### src/rtl/xint_pkg.sv
package xint_pkg;
  localparam int unsigned BYTE_W      = 8;
  localparam int unsigned VEC_W       = 16;
  localparam logic [7:0]  CTRL_ADDR   = 8'h1C;
  localparam logic [7:0]  CTRL_RESET  = 8'h03;
  localparam int unsigned SENSE_BIT   = 3;
  localparam logic [15:0] VEC_EXT     = 16'hFFF8;
  localparam logic [15:0] VEC_SWI     = 16'hFFFC;

  typedef enum logic {SENSE_LEVEL = 1'b0, SENSE_EDGE = 1'b1} sense_e;
endpackage

### src/rtl/xint_sync.sv
module xint_sync #(
  parameter int unsigned STAGES = 2
) (
  input  logic clk,
  input  logic rst_n,
  input  logic pin_n,
  output logic low_lvl,
  output logic fall
);
  logic [STAGES-1:0] chain;
  logic              prev;
  logic              smp;

  generate
    if (STAGES == 1) begin : g_one
      always_ff @(posedge clk or negedge rst_n) begin
        if (!rst_n) chain <= '1;
        else        chain <= pin_n;
      end
    end else begin : g_many
      always_ff @(posedge clk or negedge rst_n) begin
        if (!rst_n) chain <= '1;
        else        chain <= {chain[STAGES-2:0], pin_n};
      end
    end
  endgenerate

  assign smp = chain[STAGES-1];

  always_ff @(posedge clk or negedge rst_n) begin
    if (!rst_n) prev <= 1'b1;
    else        prev <= smp;
  end

  assign low_lvl = ~smp;
  assign fall    = prev & ~smp;
endmodule

### src/rtl/xint_ctrlreg.sv
module xint_ctrlreg #(
  parameter int unsigned    DW        = 8,
  parameter int unsigned    AW        = 8,
  parameter logic [AW-1:0]  ADDR      = 8'h1C,
  parameter logic [DW-1:0]  RST_VAL   = 8'h03,
  parameter int unsigned    SEL_BIT   = 3
) (
  input  logic          clk,
  input  logic          rst_n,
  input  logic [AW-1:0] addr,
  input  logic [DW-1:0] wdata,
  input  logic          we,
  output logic [DW-1:0] rdata,
  output logic          edge_only
);
  logic [DW-1:0] ctrl_q;
  logic          hit;

  assign hit = (addr == ADDR);

  always_ff @(posedge clk or negedge rst_n) begin
    if (!rst_n)         ctrl_q <= RST_VAL;
    else if (we && hit) ctrl_q <= wdata;
  end

  assign rdata     = hit ? ctrl_q : '0;
  assign edge_only = ctrl_q[SEL_BIT];
endmodule

### src/rtl/xint_arb.sv
module xint_arb #(
  parameter int unsigned    VW      = 16,
  parameter logic [VW-1:0]  V_EXT   = 16'hFFF8,
  parameter logic [VW-1:0]  V_SWI   = 16'hFFFC
) (
  input  logic          clk,
  input  logic          rst_n,
  input  logic          fall,
  input  logic          low_lvl,
  input  logic          edge_only,
  input  logic          req_ready,
  input  logic          swi_valid,
  input  logic          mask_set,
  input  logic          mask_clr,
  output logic          req_valid,
  output logic          imask,
  output logic [VW-1:0] vec_addr
);
  logic latch_q;
  logic mask_q;
  logic pending;
  logic take;

  // Edge mode looks only at the latch; level mode also sees a low pin.
  assign pending   = latch_q | (~edge_only & low_lvl);
  assign req_valid = pending & ~mask_q & ~swi_valid;
  assign take      = req_valid & req_ready;

  // A new edge beats the clear, so an edge in the take cycle stays pending.
  always_ff @(posedge clk or negedge rst_n) begin
    if (!rst_n)    latch_q <= 1'b0;
    else if (fall) latch_q <= 1'b1;
    else if (take) latch_q <= 1'b0;
  end

  always_ff @(posedge clk or negedge rst_n) begin
    if (!rst_n)                             mask_q <= 1'b1;
    else if (take || swi_valid || mask_set) mask_q <= 1'b1;
    else if (mask_clr)                      mask_q <= 1'b0;
  end

  assign imask    = mask_q;
  assign vec_addr = swi_valid ? V_SWI : V_EXT;
endmodule

### src/rtl/xint_ctrl.sv
module xint_ctrl
  import xint_pkg::*;
#(
  parameter int unsigned    DW          = BYTE_W,
  parameter int unsigned    AW          = 8,
  parameter int unsigned    VW          = VEC_W,
  parameter int unsigned    SYNC_STAGES = 2,
  parameter logic [AW-1:0]  REG_ADDR    = CTRL_ADDR,
  parameter logic [DW-1:0]  REG_RST     = CTRL_RESET,
  parameter int unsigned    SEL_BIT     = SENSE_BIT,
  parameter logic [VW-1:0]  EXT_VEC     = VEC_EXT,
  parameter logic [VW-1:0]  SWI_VEC     = VEC_SWI
) (
  input  logic          clk,
  input  logic          rst_n,
  input  logic          irq_pin_n,
  input  logic [AW-1:0] reg_addr,
  input  logic [DW-1:0] reg_wdata,
  input  logic          reg_we,
  output logic [DW-1:0] reg_rdata,
  output logic          req_valid,
  input  logic          req_ready,
  input  logic          swi_valid,
  input  logic          mask_set,
  input  logic          mask_clr,
  output logic          imask,
  output logic [VW-1:0] vec_addr
);
  logic low_lvl;
  logic fall;
  logic edge_only;

  xint_sync #(.STAGES(SYNC_STAGES)) u_sync (
    .clk     (clk),
    .rst_n   (rst_n),
    .pin_n   (irq_pin_n),
    .low_lvl (low_lvl),
    .fall    (fall)
  );

  xint_ctrlreg #(
    .DW(DW), .AW(AW), .ADDR(REG_ADDR), .RST_VAL(REG_RST), .SEL_BIT(SEL_BIT)
  ) u_reg (
    .clk       (clk),
    .rst_n     (rst_n),
    .addr      (reg_addr),
    .wdata     (reg_wdata),
    .we        (reg_we),
    .rdata     (reg_rdata),
    .edge_only (edge_only)
  );

  xint_arb #(.VW(VW), .V_EXT(EXT_VEC), .V_SWI(SWI_VEC)) u_arb (
    .clk       (clk),
    .rst_n     (rst_n),
    .fall      (fall),
    .low_lvl   (low_lvl),
    .edge_only (edge_only),
    .req_ready (req_ready),
    .swi_valid (swi_valid),
    .mask_set  (mask_set),
    .mask_clr  (mask_clr),
    .req_valid (req_valid),
    .imask     (imask),
    .vec_addr  (vec_addr)
  );
endmodule

### config.mk
export PLATFORM = sky130hd
export DESIGN_NAME = xint_ctrl
export DESIGN_NICKNAME = d
export VERILOG_FILES = /design/src/rtl/xint_pkg.sv /design/src/rtl/xint_sync.sv /design/src/rtl/xint_ctrlreg.sv /design/src/rtl/xint_arb.sv /design/src/rtl/xint_ctrl.sv
export SDC_FILE = /design/constraint.sdc
export NUM_CORES = 1
export LEC_CHECK = 0
export BUFFER_PORTS_ARGS = -buffer_cell sky130_fd_sc_hd__buf_2
export CORE_AREA = 2 2 49 51
export DETAILED_ROUTE_END_ITERATION = 6
export DIE_AREA = 0 0 51 53
export PLACE_DENSITY_LB_ADDON = 0.25
export SKIP_LAST_GASP = 1
export SYNTH_ARGS = -nofsm -noshare
export SYNTH_HDL_FRONTEND = slang
export SYNTH_SLANG_ARGS = --single-unit
### constraint.sdc
create_clock -name clk -period 1.65 [get_ports clk]
set_clock_uncertainty 0.15 [all_clocks]
set_input_delay 0.165 -clock clk [delete_from_list [all_inputs] [get_ports clk]]
set_output_delay 0.165 -clock clk [all_outputs]
set_load 0.05 [all_outputs]
==> results.json <==
{
  "outcome": "finished, violations left",
  "violations": "setup timing",
  "cts.sinks": 13,
  "worst_r2r_startpoint": "u_sync.chain[1]",
  "finalNonFillerCells": 141,
  "power.static_leakage_nw": 0.596,
  "synth_enable_flop_cells": 0,
  "timing.hold.worst.class": "input port to flip-flop",
  "slew_viol_final": 0,
  "grt_max_degree": 14,
  "cts_made_buffers": 3,
  "global_route.overflow_total": 0,
  "std_cell_rows": 17,
  "grt_setup_unrepaired": "yes",
  "yosys_most_used_dff": "dfrtp_1",
  "path_delay_family": "simple AND/OR/NAND/NOR gates",
  "syn-mean-instance-area_sq_um": 11.5,
  "dieArea_sq_um": 2700,
  "synth_area_leader_cell": "dfrtp_1",
  "clock_transition_at_path_regs_ns": 0.07,
  "yosysSeqAreaShare_pct": 45.2,
  "drt_drc_violations_left": 0,
  "antenna_cells_inserted": 0,
  "finalWorstSetupSlack_ns": -0.176,
  "p_total_mw": 0.718,
  "layout_net_count": 138,
  "antenna_left": 0,
  "clockRootBuffer": "clkbuf_4",
  "dr.pass1.iters": 4,
  "clock_path_buffers": 2,
  "timing.critical_path.fanout_max": 8,
  "route.vias.total": 566,
  "flow.area_growth_from_synthesis_pct": 55.0,
  "insertion_delay_ns": 0.26,
  "fp.coreArea_sq_um": 2150,
  "finalWirelength_um": 1470,
  "place_area_sq_um": 881,
  "most_frequently_used_cell_type_in_the_post_synthesis_netlist": "buf_4",
  "grtUsageTotal_pct": 11.5,
  "rr_worst_depth": 3,
  "synth_register_bits": 13,
  "vias_per_cell": 4.01,
  "detailedRoute.firstIterationViolations": 6,
  "finalHoldViolCount": 0,
  "worstPathRequired_ns": 1.33,
  "cpMostUsedCell": "buf_6",
  "place.gp.congestion": 0.640,
  "syn_std_cell_area_sq_um": 737,
  "netlist_top_cells_count": "buf_4 (16), and2_1 (8), mux2_4 (8)",
  "h-tree-depth": 1,
  "synth_async_sr_flop_share_pct": 100,
  "grt_antenna_before_repair": 0,
  "post-route-min-period_ns": 1.83,
  "chipWidth_um": 51,
  "pwr_density_cell_nw_per_um2": 629,
  "critPathLaunchType": "input port",
  "end_kind": "output port",
  "grt_pass1_wl_um": 2240,
  "fin_crit_sh_pct": 111,
  "drt-wirelength-per-cell_um": 10.4,
  "cts_setup_buffers": 0,
  "numPortBuffers": 34,
  "setup.worst_path.class": "input port to output port",
  "tritoncts": "done",
  "cp.depth": 6,
  "critical-path-slowest-cell": "or4b_4",
  "synthCells": 64,
  "critical_path_arrival_ns": 1.51,
  "dp.final_hpwl_um": 999,
  "layout-drive-gt1-share_pct": 55.8,
  "crit_end": "reg_rdata[6]",
  "netlist.area_leader.share_pct": 23.8,
  "floorplan.initialDensity_pct": 34.3,
  "yosys-top-cells-area": "dfrtp_1 (24%), dfstp_2 (21%), buf_4 (16%), mux2_4 (16%), and2_1 (6.8%)",
  "worstHoldStart": "swi_valid",
  "largest_vdd_supply_drop_v": 0.000306,
  "r2r-end": "u_arb.imask",
  "post_synth_num_cell_types": 18,
  "die-height_um": 53,
  "r2r_slack_ns": 0.58,
  "io_pins": 50,
  "critPathLaunch": "reg_addr[5]",
  "placedCellCount": 123,
  "setup_viol_count_final": 16,
  "grt_pass1_vias": 527,
  "timing.max_cap.violations": 0,
  "delay_of_the_slowest_critical_path_stage_ns": 0.55,
  "final_area_sq_um": 1140,
  "crit_buf_inv": 3,
  "yosysWarningCount": 0,
  "clock.fmax_mhz": 548,
  "critical_path.cell_chain": "buf_6 > or4b_4 > nor4_4 > buf_6 > and2_2 > buf_6"
}
-- metal layers --
| layer | wire, um | share of wire [%] | track usage, % | up-vias |
|---|---|---|---|---|
| li1 | - | - | - | 277 |
| met1 | 578 | 39 | 14.1 | 266 |
| met2 | 796 | 54 | 18.0 | 21 |
| met3 | 81 | 5.5 | 2.54 | 2 |
| met4 | 14 | 0.95 | 8.11 | 0 |
| met5 | 0 | 0 | 0 | - |
-- area by class of cell --
| class | count | area (sq um) |
|---|---|---|
| Clock buffer | 4 | 26.3 |
| Fill cell | 194 | 1010 |
| Inverter | 2 | 7.51 |
| Multi-Input combinational cell | 45 | 348 |
| Sequential cell | 13 | 333 |
| Tap cell | 28 | 35.0 |
| Timing Repair Buffer | 49 | 393 |
-- state kept, by name, summed over array words and instances, names as in the netlist --
signal	cells
u_arb.imask	1
u_arb.latch_q	1
u_reg.ctrl_q	8
u_sync.chain	2
u_sync.prev	1
-- how the worst min path moves through the flow --
stage / end / slack [ns] / depth (start not counted)
final: u_arb.latch_q / 0.09 / 4
after global routing: u_arb.latch_q / 0.13 / 4
after CTS: u_arb.latch_q / 0.09 / 4
after detailed placement: u_reg.ctrl_q[3] / -0.09 / 1
after global placement: u_arb.latch_q / -0.09 / 1
after floorplan: u_arb.latch_q / -0.28 / 0
-- power breakdown --
group / internal (mW) / switching, mW
Sequential: 0.340 / 0.00915
Clock: 0.0934 / 0.0947
Combinational: 0.0638 / 0.117
Total: 0.497 / 0.221
-- placed cells by master, fill, tap and decap left out --
cell            n
inv_1           2
buf_6           6
buf_8           4
and2_2          4
and2_4          4
dfstp_2         6
or4b_4          2
buf_2          25
o21a_1          1
o21ai_0         1
clkbuf_4        3
nor4_4          1
dfrtp_1         7
clkbuf_1        1
a22o_1          1
conb_1         15
mux2_4          8
dlygate4sd3_1  14
nor2_1          4
o211ai_1        1
nand2b_1        1
nand2_1         2
-- cells by family after synthesis --
kind of cell           count (synthesis)  synth area share (%)
AOI/OAI and AO/OA                      4                  3.91
buffers and inverters                 19                  18.8
DFF                                   13                  45.2
muxes                                  8                  16.3
other                                  2                  1.02
and+or+nand+nor                       18                  14.8
-- worst register-to-register path, cell delays in order (launching register included) --
cell	delay [ns]
dfstp_2	0.54
nor2_1	0.05
o21ai_0	0.15
o211ai_1	0.10
-- repair_timing --
action                                 in CTS  in global routing
setup endpoints to repair                  16                 16
hold buffers                               14                  0
pin swaps                                   1                  1
resized for setup                          20                  8
endpoints found under the hold margin      23                  0
-- metrics by stage --
| step | setup TNS (ns) | util (%) | hold slack (ns) | worst slack [ns] |
|---|---|---|---|---|
| after floorplan | -4.10 | - | -0.281 | -0.274 |
| after global placement | -5.10 | 41.0 | -0.0887 | -0.373 |
| after detailed placement | -5.57 | 41.0 | -0.0862 | -0.392 |
| after CTS | -2.14 | 51.9 | 0.0895 | -0.177 |
| after global routing | -2.79 | 53.2 | 0.126 | -0.220 |
| final | -2.47 | 53.2 | 0.0929 | -0.176 |
No activity file was read; power rests on OpenSTA's default activity.
